### src/rtl/dep_rec_pkg.sv
package dep_rec_pkg;
    localparam int unsigned DEF_LINE_BYTES  = 32;
    localparam int unsigned DEF_NUM_LINES   = 4;
    localparam int unsigned DEF_LINE_ADDR_W = 16;
    localparam int unsigned DEF_SIZE_W      = 2;
endpackage

### src/rtl/dep_rec_span.sv
module dep_rec_span #(
    parameter int unsigned LINE_BYTES = 32,
    parameter int unsigned SIZE_W     = 2,
    parameter int unsigned OFF_W      = $clog2(LINE_BYTES)
) (
    input  logic [OFF_W-1:0]      off,
    input  logic [SIZE_W-1:0]     size,
    output logic [LINE_BYTES-1:0] mask
);
    localparam int unsigned END_W = OFF_W + (1 << SIZE_W) + 1;

    logic [END_W-1:0] lo;
    logic [END_W-1:0] hi;

    assign lo = END_W'(off);
    assign hi = lo + (END_W'(1) << size);

    for (genvar b = 0; b < LINE_BYTES; b++) begin : g_byte
        assign mask[b] = (END_W'(b) >= lo) && (END_W'(b) < hi);
    end
endmodule

### src/rtl/dep_rec_lookup.sv
module dep_rec_lookup #(
    parameter int unsigned NUM_LINES   = 4,
    parameter int unsigned LINE_ADDR_W = 16,
    parameter int unsigned IDX_W       = $clog2(NUM_LINES),
    parameter int unsigned TAG_W       = LINE_ADDR_W - IDX_W
) (
    input  logic [NUM_LINES-1:0]            valid,
    input  logic [NUM_LINES-1:0][TAG_W-1:0] tags,
    input  logic [LINE_ADDR_W-1:0]          line,
    output logic                            hit,
    output logic [IDX_W-1:0]                idx
);
    logic [NUM_LINES-1:0] match;

    assign idx = line[IDX_W-1:0];

    for (genvar w = 0; w < NUM_LINES; w++) begin : g_way
        assign match[w] = valid[w] && (tags[w] == line[LINE_ADDR_W-1:IDX_W])
                          && (idx == IDX_W'(w));
    end

    assign hit = |match;
endmodule

### src/rtl/dep_rec_tracker.sv
module dep_rec_tracker
    import dep_rec_pkg::*;
#(
    parameter int unsigned LINE_BYTES  = DEF_LINE_BYTES,
    parameter int unsigned NUM_LINES   = DEF_NUM_LINES,
    parameter int unsigned LINE_ADDR_W = DEF_LINE_ADDR_W,
    parameter int unsigned SIZE_W      = DEF_SIZE_W
) (
    input  logic                          clk,
    input  logic                          rst_n,
    input  logic                          acc_valid,
    input  logic [LINE_ADDR_W-1:0]        acc_line,
    input  logic [$clog2(LINE_BYTES)-1:0] acc_off,
    input  logic [SIZE_W-1:0]             acc_size,
    input  logic                          acc_coh,
    input  logic                          rmt_valid,
    input  logic [LINE_ADDR_W-1:0]        rmt_line,
    input  logic [$clog2(LINE_BYTES)-1:0] rmt_off,
    input  logic [SIZE_W-1:0]             rmt_size,
    input  logic                          done_valid,
    output logic                          force_req
);
    localparam int unsigned OFF_W = $clog2(LINE_BYTES);
    localparam int unsigned IDX_W = $clog2(NUM_LINES);
    localparam int unsigned TAG_W = LINE_ADDR_W - IDX_W;

    typedef struct packed {
        logic [NUM_LINES-1:0]                 valid;
        logic [NUM_LINES-1:0][TAG_W-1:0]      tags;
        logic [NUM_LINES-1:0][LINE_BYTES-1:0] bits;
        logic                                 pend_valid;
        logic [LINE_ADDR_W-1:0]               pend_line;
        logic [LINE_BYTES-1:0]                pend_mask;
        logic                                 force_out;
    } state_t;

    state_t st_d, st_q;

    logic [LINE_BYTES-1:0] a_mask, r_mask;
    logic                  a_hit, r_hit, p_hit;
    logic [IDX_W-1:0]      a_idx, r_idx, p_idx;
    logic                  a_need;

    dep_rec_span #(.LINE_BYTES(LINE_BYTES), .SIZE_W(SIZE_W)) u_acc_span (
        .off(acc_off), .size(acc_size), .mask(a_mask)
    );
    dep_rec_span #(.LINE_BYTES(LINE_BYTES), .SIZE_W(SIZE_W)) u_rmt_span (
        .off(rmt_off), .size(rmt_size), .mask(r_mask)
    );

    dep_rec_lookup #(.NUM_LINES(NUM_LINES), .LINE_ADDR_W(LINE_ADDR_W)) u_acc_lkp (
        .valid(st_q.valid), .tags(st_q.tags), .line(acc_line), .hit(a_hit), .idx(a_idx)
    );
    dep_rec_lookup #(.NUM_LINES(NUM_LINES), .LINE_ADDR_W(LINE_ADDR_W)) u_rmt_lkp (
        .valid(st_q.valid), .tags(st_q.tags), .line(rmt_line), .hit(r_hit), .idx(r_idx)
    );
    dep_rec_lookup #(.NUM_LINES(NUM_LINES), .LINE_ADDR_W(LINE_ADDR_W)) u_pnd_lkp (
        .valid(st_q.valid), .tags(st_q.tags), .line(st_q.pend_line), .hit(p_hit), .idx(p_idx)
    );

    // A miss counts as "every byte unrecorded"
    assign a_need = !a_hit || ((a_mask & ~st_q.bits[a_idx]) != '0);

    always_comb begin
        st_d           = st_q;
        st_d.force_out = 1'b0;

        // completion marks the pending span as recorded
        if (done_valid && st_q.pend_valid) begin
            st_d.pend_valid = 1'b0;
            if (p_hit) begin
                st_d.bits[p_idx] = st_d.bits[p_idx] | st_q.pend_mask;
            end
        end

        // local access: allocate on miss, decide on forcing, track pending span
        if (acc_valid) begin
            if (!a_hit) begin
                st_d.valid[a_idx] = 1'b1;
                st_d.tags[a_idx]  = acc_line[LINE_ADDR_W-1:IDX_W];
                st_d.bits[a_idx]  = '0;
            end
            st_d.force_out = a_need && !acc_coh;
            if (a_need || acc_coh) begin
                st_d.pend_valid = 1'b1;
                st_d.pend_line  = acc_line;
                st_d.pend_mask  = a_mask;
            end
        end

        // remote access: new dependence source, applied last so it wins
        if (rmt_valid && r_hit) begin
            st_d.bits[r_idx] = st_d.bits[r_idx] & ~r_mask;
        end
    end

    always_ff @(posedge clk) begin
        if (!rst_n) begin
            st_q <= '0;
        end else begin
            st_q <= st_d;
        end
    end

    assign force_req = st_q.force_out;
endmodule

### config.mk
export PLATFORM = sky130hd
export DESIGN_NAME = dep_rec_tracker
export DESIGN_NICKNAME = d
export VERILOG_FILES = /design/src/rtl/dep_rec_pkg.sv /design/src/rtl/dep_rec_span.sv /design/src/rtl/dep_rec_lookup.sv /design/src/rtl/dep_rec_tracker.sv
export SDC_FILE = /design/constraint.sdc
export NUM_CORES = 1
export LEC_CHECK = 0
export BUFFER_PORTS_ARGS = -buffer_cell sky130_fd_sc_hd__buf_2
export CAP_MARGIN = 30
export CORE_UTILIZATION = 40
export CTS_CLUSTER_SIZE = 28
export DETAILED_ROUTE_END_ITERATION = 8
export SLEW_MARGIN = 10
export SYNTH_ARGS = -nofsm -noshare
export SYNTH_HDL_FRONTEND = slang
export SYNTH_SLANG_ARGS = --single-unit
export TNS_END_PERCENT = 10
### constraint.sdc
create_clock -name clk -period 10.99 [get_ports clk]
set_clock_uncertainty 0.15 [all_clocks]
set_input_delay 2.7475 -clock clk [delete_from_list [all_inputs] [get_ports clk]]
set_output_delay 2.7475 -clock clk [all_outputs]
set_load 0.1 [all_outputs]
# Word-level counts from Yosys, hierarchy flattened
# Cells that the tools add are included.
# W data, S select, Z words.
[classes]
magnitude_cmp = 134
n_reduce_logical = 108
n_bitwise = 9
n_eq_ne = 21
n_addsub = 2
shifts = 2
n_mux = 25
[ops]
columns = ["op", "count"]
rows = [
  ["$mux W128", 3],
  ["$lt A5 B10 Y1 const A", 32],
  ["$bwmux W128", 2],
  ["$bmux W32 S2", 3],
  ["$demux W32 S2", 3],
  ["$mux W32", 6],
  ["$mux W178", 1],
  ["$eq A14 B14 Y1", 12],
  ["$ge A5 B5 Y1 const A", 32],
  ["$lt A4 B10 Y1 const A", 16],
  ["$mux W129", 1],
  ["$and A128 B128 Y128", 1],
  ["$not A128 Y128", 1],
  ["$logic_and A1 B1 Y1", 94],
  ["$ge A4 B5 Y1 const A", 16],
  ["$lt A3 B10 Y1 const A", 8],
  ["$and A32 B32 Y32", 2],
  ["$not A32 Y32", 2],
  ["$bwmux W56", 1],
  ["$mux W49", 1],
  ["$ge A3 B5 Y1 const A", 8],
  ["$lt A1 B10 Y1 const A", 4],
  ["$lt A2 B10 Y1 const A", 4],
  ["$or A32 B32 Y32", 1],
  ["other kinds (20)", 47],
]
[word_totals]
input_bits = 52
regBits = 238

# Depth between registers and ports, before layout
# Gate-level depths: netlist of the first run.
[logic_depth]
ltp_word = 15
depth_mapped = 16
mapped_depth_nobuf = 13

# Hierarchy
# A second synthesis of the first run with hierarchy kept.
[unflattened]
hier_cells = 1819
hier_area_um2 = 14818.0
[by_module_without_submodules]
columns = ["mod", "cells_per_inst", "n_inst", "seq_area_each_um2", "area_per_inst_um2"]
rows = [
  ["dep_rec_tracker", 1276, 1, 4764.6, 10901.7],
  ["dep_rec_lookup", 83, 3, 0.0, 673.1],
  ["dep_rec_span at u_acc_span", 151, 1, 0.0, 994.7],
  ["dep_rec_span at u_rmt_span", 143, 1, 0.0, 902.1],
]

# Worst setup path after synthesis of the first run
# Ideal clock, no wire load.
[synth_timing]
kind = "input port to flip-flop"
startpoint = "input acc_off[1]"
endpoint = "register st_q[49] (netlist bit)"
path_buffers = 3
setup_slack_ps = 4993
stages = 14
required_time_ps = 10725
arrival_time_ps = 5733
path_cell_list = "clkbuf_1 -> inv_1 -> fa_1 -> buf_2 -> nand2_1 -> o2111ai_1 -> or3b_1 -> or2_1 -> o221a_1 -> nor4b_2 -> and4_4 -> nor2_2 -> buf_6 -> o21a_1"
[synth_via]
elab_chain_len = 9
[synth_lines]
columns = ["item", "line", "text"]
rows = [
  ["start: declaration", "dep_rec_tracker.sv:13", "input logic [$clog2(LINE_BYTES)-1:0] acc_off,"],
  ["$add A5 B10 Y10", "dep_rec_span.sv:16", "assign hi = lo + (END_W'(1) << size);"],
  ["$lt A1 B10 Y1 (tied with other cells)", "dep_rec_span.sv:19", "assign mask[b] = (END_W'(b) >= lo) && (END_W'(b) < hi);"],
  ["$logic_and A1 B1 Y1", "dep_rec_span.sv:19", ""],
  ["$and A32 B32 Y32 (*)", "dep_rec_tracker.sv:62", "assign a_need = !a_hit || ((a_mask & ~st_q.bits[a_idx]) != '0);"],
  ["$reduce_bool A32 Y1 (*)", "dep_rec_tracker.sv:62", ""],
  ["$logic_or A1 B1 Y1 (*)", "dep_rec_tracker.sv:62", ""],
  ["$logic_or A1 B1 Y1 (*)", "dep_rec_tracker.sv:84", "if (a_need || acc_coh) begin"],
  ["$mux W49 (*)", "dep_rec_tracker.sv:84", ""],
  ["$mux W178 (*)", "dep_rec_tracker.sv:77", "if (acc_valid) begin"],
  ["end signal: assignment", "dep_rec_tracker.sv:101", "st_q <= st_d;"],
  ["end: declaration", "dep_rec_tracker.sv:37", "state_t st_d, st_q;"],
]
# Mark *: on every way between the ends. The rest lies on a longest branch, timed or not.
# A chain may end at the register's enable or synchronous reset.

# Worst setup path in the final report of the first run
[layout_timing]
startpoint = "input acc_size[1]"
endpoint = "register st_q[18] (netlist bit)"
[layout_via]
elab_chain_len = 9
[layout_lines]
columns = ["item", "line", "text"]
rows = [
  ["start: declaration", "dep_rec_tracker.sv:14", "input logic [SIZE_W-1:0] acc_size,"],
  ["$shl A1 B2 Y10 (*)", "dep_rec_span.sv:16", ""],
  ["$add A5 B10 Y10 (*)", "dep_rec_span.sv:16", ""],
  ["$lt A1 B10 Y1 (tied with other cells)", "dep_rec_span.sv:19", ""],
  ["$logic_and A1 B1 Y1", "dep_rec_span.sv:19", ""],
  ["$and A32 B32 Y32", "dep_rec_tracker.sv:62", ""],
  ["$reduce_bool A32 Y1", "dep_rec_tracker.sv:62", ""],
  ["$logic_or A1 B1 Y1", "dep_rec_tracker.sv:62", ""],
  ["$logic_or A1 B1 Y1", "dep_rec_tracker.sv:84", ""],
  ["$reduce_and A2 Y1 (no line)", "--", ""],
]
# Marked as above.

==> results of run 1 <==
per-layer routing:
layer	vias to the layer above	global-route usage [%]	wire, microns
met5	-	0	0
li1	6590	-	-
met2	797	43.7	24500
met3	75	4.63	5790
met4	0	7.38	1060
met1	7062	46.6	27200
worst max-delay path: stages:
cell      delay [ns]
buf_2           0.11
nor2_1          0.10
ha_1            0.19
inv_1           0.06
fa_1            0.91
nand2b_1        0.38
nor2_1          0.36
nand3_1         0.15
o21ai_0         0.18
a31oi_1         0.15
nor4_1          0.48
and4_4          0.59
nor2_2          0.21
buf_8           0.21
mux2i_1         0.13
worst paths after layout:
kind                    to         from  slack, ns  cells after the start
setup reg to reg  st_q[18]    st_q[195]       6.97                     10
hold / removal    st_q[10]     st_q[10]       0.33                      2
setup / recovery  st_q[18]  acc_size[1]       4.27                     15
hold reg to reg   st_q[10]     st_q[10]       0.33                      2
through the flow:
stage	hold WS, ns	utilization, %	std cells	setup slack [ns]
floorplan	0.292	-	1831	4.99
global placement	0.311	41.8	2220	3.62
detailed placement	0.321	41.9	2222	3.82
CTS	0.336	44.4	2271	4.37
global route	0.356	44.4	2271	4.05
finish	0.331	44.4	2272	4.27
layout make-up:
cell class	count	area [sq um]
clock buffers	35	746
well taps	468	586
flip-flops and latches	238	4760
repair buffers	80	490
inverters	19	72.6
multi-input cells	1417	9390
fillers	3602	20300
clock inverters	14	175
diodes	1	2.50
flip-flops by register name, indices dropped and copies added, names as in the netlist:
register   cells
force_req      1
st_q         237
cell usage in the layout (no fill, tap or decap), types with 19 or more instances in the layout:
cell and n:
dfxtp_1 238, a21oi_1 237, nand2_1 136, xor2_1 119, nor2_1 107, o21ai_0 100
nand3_1 79, mux2i_1 60, xnor2_1 55, nor3_1 55, buf_2 52, nor4_1 46
a21o_1 40, nand4_1 33, mux4_2 32, nand2b_1 29, clkbuf_16 27, o21ai_1 26
buf_4 26, a211oi_1 22, a31oi_1 19, o22ai_1 19
cell families (layout without fill, tap and decap cells):
logic type / after synthesis / count (layout) / synth area share [%]
AND/OR/NAND/NOR: 575 / 575 / 19.4
AO/OA/AOI/OAI: 564 / 564 / 23.1
flip-flops: 238 / 238 / 32.2
buffers and inverters: 176 / 148 / 4.97
XOR/XNOR: 175 / 175 / 10.4
multiplexers: 93 / 93 / 8.99
adder cells (fa/ha/maj): 10 / 10 / 0.946
other: 0 / 1 / 0
power breakdown:
part	switching [mW]	internal, mW	leakage [nW]
combinational	0.257	0.119	3.74
clock	0.378	0.570	0.454
sequential	0.0350	0.880	1.93
==> run metrics, run 1 <==
Root Buffer clkbuf_16; setup violators final 0; Slew Limit Fails 0; Overall Power 2.24 mW; ys flop type dfxtp_1; area added between synthesis and finish 9.53%; initial core utilization roughly 41%; io pins between 50 and 60; crit-path max FO 32; TritonCTS clock tree built; Slew Limit Headroom between 20 and 30%; clk_lat worst skew 0.55 ns; clock slew seen by the registers of the worst setup and hold paths 0.06 ns; status finished, final reports clean; DRT antenna net count 0; share of layout cells above drive strength 1 between 10% and 20%; First-pass DRT Iterations 5; CTS H-tree depth 1; Die ar. around 38000 sq um; Async S/R FF share, synth 0%; Post-Syn Area 14800 sq um; Overall Global Routing Usage 30.4%; Post-synth EDFFs 0; Gate Count Post-Synth 1831; period utilization 61.2%; fin crit period about 6.7 ns; width of the die 194 microns; die height 194 microns; Worst Hold Class reg -> reg; total power divided by cell area 138 nW/um^2; setup TNS 0 ns; Post-CTS Hold Fix Bufs 0; cell row count 70; Setup CP Type in -> reg; Iteration-0 DRC Markers roughly 2000; Post-CTS Resized 0; Final Hold Fails 0; Avg Inst Size Synth 8.09 sq um; NumNets Final 1845; largest area contributor in the netlist dfxtp_1; unrepaired setup endpoints after global routing false; #FFs+latches synth 238; dpl hpwl 40.3 mm; placement-stage cell area 15300 sq um; share of the synthesized area in the top cell type roughly 32%; largest net degree at the start of global routing 64; Clock Sinks 238; Post-Syn Nets 1893; required time at the worst-slack endpoint approximately 11 ns; global-route wire length before repair 87.7 mm; initial antenna violation count 1; gr ovfl total 0; Worst Setup End Kind register; Final Cell Area approximately 16000 sq um; Area contributors post-synth dfxtp_1, a21oi_1, xor2_1; top post-synthesis cells by count a21oi_1, dfxtp_1, nand2_1, xor2_1, clkbuf_1; startpoint types input pin; routed wire length per instance 25.8 microns; static power due to leakage 6.12 nW; vias per cell 6.39; Worst Path Arrival 7.00 ns; postcts setup bufs 0; Peak supply drop 86.4 uV; Inserted Clock Buffers 27; number of remaining DRC errors 0; aggregate routed wire length 58.5 mm; via count 14500; vias in the first global route 13400; Yosys warning count 0; highest achievable clock rate 0.149 GHz; Placer Congestion approximately 0.95; I/O Buffers 52; library cells used by synthesis 84; clock buffer depth 3; Least-Margin Pin Slew between 1 and 1.5 ns; Seq/Total Area, Yosys between 30% and 40%; Max Cap Violations 0; core area 36500 sq um
Power figures use the tool's default switching activity.
==> run 2, diff against run 1 <==
Clock period 10.99 ns to 6.32 ns, I/O delays scaled along.
==> run metrics, run 2 (synthesis gave the netlist of run 1 again) <==
largest net degree at the start of global routing 39 (-39%); initial core utilization 40.6% (unchanged); Placer Congestion 1.04 (+9.4%); crit-path max FO 31 (-3.1%); core area 36500 sq um (unchanged); vias per cell 6.42 (+0.46%); number of remaining DRC errors 0 (unchanged); static power due to leakage 6.22 nW (+1.5%); via count 14700 (+1.2%); gr ovfl total 0 (unchanged); most frequent cells in the layout dfxtp_1, a21oi_1, nand2_1, xor2_1, nor2_1; Die ar. 37800 sq um (unchanged); Worst path max stage delay 0.63 ns (-0.28 ns); Worst R2R Path Depth 10 (unchanged); Post-CTS Hold Fix Bufs 0 (unchanged); Worst Path Arrival 5.43 ns (-1.57 ns); Setup CP Type in -> reg; Seq pwr share 40.5% (-0.4 points); Sw Pwr 1.17 mW (+75%); clk_lat worst skew 0.55 ns (about the same); Overall Global Routing Usage 30.2% (-0.18 points); highest achievable clock rate a little under 0.2 GHz; die height 194 microns (unchanged); unrepaired setup endpoints after global routing false; worst path cell trace buf_2 > inv_1 > fa_1 > xor2_1 > nand3_1 > o32ai_2 > nor3_1 > a2111oi_2 > and4_4 > buf_4 > o21ai_0 > a21oi_1; Slowest-stage cell, CP fa_1; most common cell after layout, fill and taps aside dfxtp_1; setup violators final 0 (unchanged); clock slew seen by the registers of the worst setup and hold paths 0.07 ns (about the same); Final Hold Fails 0 (unchanged); Worst Setup SP acc_off[1]; area added between synthesis and finish 10.4%; Clock Power Share 42.7% (+0.4 points); Post-CTS Resized 0 (unchanged); period utilization 81.0%; TritonCTS clock tree built; Setup crit end st_q[38]; CTS H-tree depth 1 (unchanged); RR Endpoint st_q[159]; global-route wire length before repair 87.9 mm (+0.20%); setup TNS 0 ns (unchanged); Peak supply drop 191 uV (+120%); Slew Limit Fails 0 (unchanged); Worst Hold Class reg -> reg; aggregate routed wire length 58.6 mm (+0.14%); share of layout cells above drive strength 1 11.9% (+0.94 points); flop2flop setup slack 2.70 ns (-4.27 ns); max reg flops 237 (unchanged); logic gate share of total power 16.8% (about the same); dpl hpwl 40.7 mm (+0.96%); startpoint types input pin; status finished, final reports clean; Final Cell Area 16400 sq um (+0.79%); total power divided by cell area 240 nW/um^2 (+74%); NumNets Final 1861 (+0.87%); Largest Register st_q; Hold WS 0.339 ns (+0.00752 ns); postcts setup bufs 0 (unchanged); internal power 2.75 mW (+75%); I/O Buffers 52 (unchanged); Slew Limit Headroom 31.0% (+2.1 points); required time at the worst-slack endpoint 6.63 ns (-4.63 ns); Least-Margin Pin Slew 1.02 ns (-0.0302 ns); Iteration-0 DRC Markers 2049 (+0.49%); vias in the first global route 13600 (+1.5%); worst reg2reg path startpoint st_q[39]; fin crit period 5.12 ns; clock buffer depth 3 (unchanged); Clock Sinks 238 (unchanged); cell row count 70 (unchanged); switching share of power 29.9% (-0.030 points); Inserted Clock Buffers 27 (unchanged); Worst Setup End Kind register; Max Cap Violations 0 (unchanged); First-pass DRT Iterations 6 (+1); placement-stage cell area 15400 sq um (+0.58%); width of the die 194 microns (unchanged); DRT antenna net count 0 (unchanged); routed wire length per instance 25.6 microns (-0.61%); Root Buffer clkbuf_16; initial antenna violation count 1 (unchanged); io pins 53 (unchanged)
## run 2: final cells by class
cell class              instances  area [sq um]
clock inverters                12           143
well taps                     468           586
fillers                      3568         20200
multi-input cells            1417          9390
diodes                          1          2.50
clock buffers                  38           807
inverters                      19          72.6
flip-flops and latches        238          4760
repair buffers                 96           598
## run 2: power groups by stage
stage	Clock [mW]	Sequential [mW]	Combinational, mW
floorplan	0	1.59	0.452
global placement	0	1.62	0.638
detailed placement	0	1.62	0.637
CTS	1.68	1.58	0.640
global route	1.74	1.59	0.706
finish	1.68	1.59	0.660
## run 2: worst max-delay path, delay by kind of cell
kind / cells / cell delay (ns)
AOI/OAI and AO/OA: 4 / 1.11
xor gates and xnor gates: 1 / 0.58
adders and majority gates: 1 / 0.63
buffers and inverters: 3 / 0.74
and+or+nand+nor: 3 / 0.76
## run 2: worst min-delay path by stage
stage | slack [ns] | cells past startpoint | start | end
finish | 0.34 | 2 | st_q[30] | st_q[30]
CTS | 0.34 | 2 | st_q[30] | st_q[30]
detailed placement | 0.33 | 2 | st_q[30] | st_q[30]
global route | 0.36 | 2 | st_q[17] | st_q[17]
global placement | 0.32 | 2 | st_q[78] | st_q[78]
floorplan | 0.29 | 2 | st_q[25] | st_q[25]
## run 2: per-layer routing
metal / global-route usage [%] / share of wire (%) / vias up
met5: 0 / 0 / -
met4: 8.91 / 2.7 / 0
met3: 5.36 / 10 / 112
met2: 43.8 / 42 / 803
met1: 45.0 / 45 / 7161
li1: - / - / 6624
## run 2: stage by stage
step / utilization [%] / power (mW) / setup WS [ns] / cells
2_1_floorplan: - / 2.04 / 1.49 / 1831
3_3_place_gp: 42.1 / 2.25 / 0.734 / 2236
3_5_place_dp: 42.2 / 2.25 / 0.769 / 2237
4_1_cts: 44.8 / 3.91 / 1.33 / 2287
5_1_grt: 44.8 / 4.04 / 0.789 / 2289
6_report: 44.8 / 3.92 / 1.20 / 2289
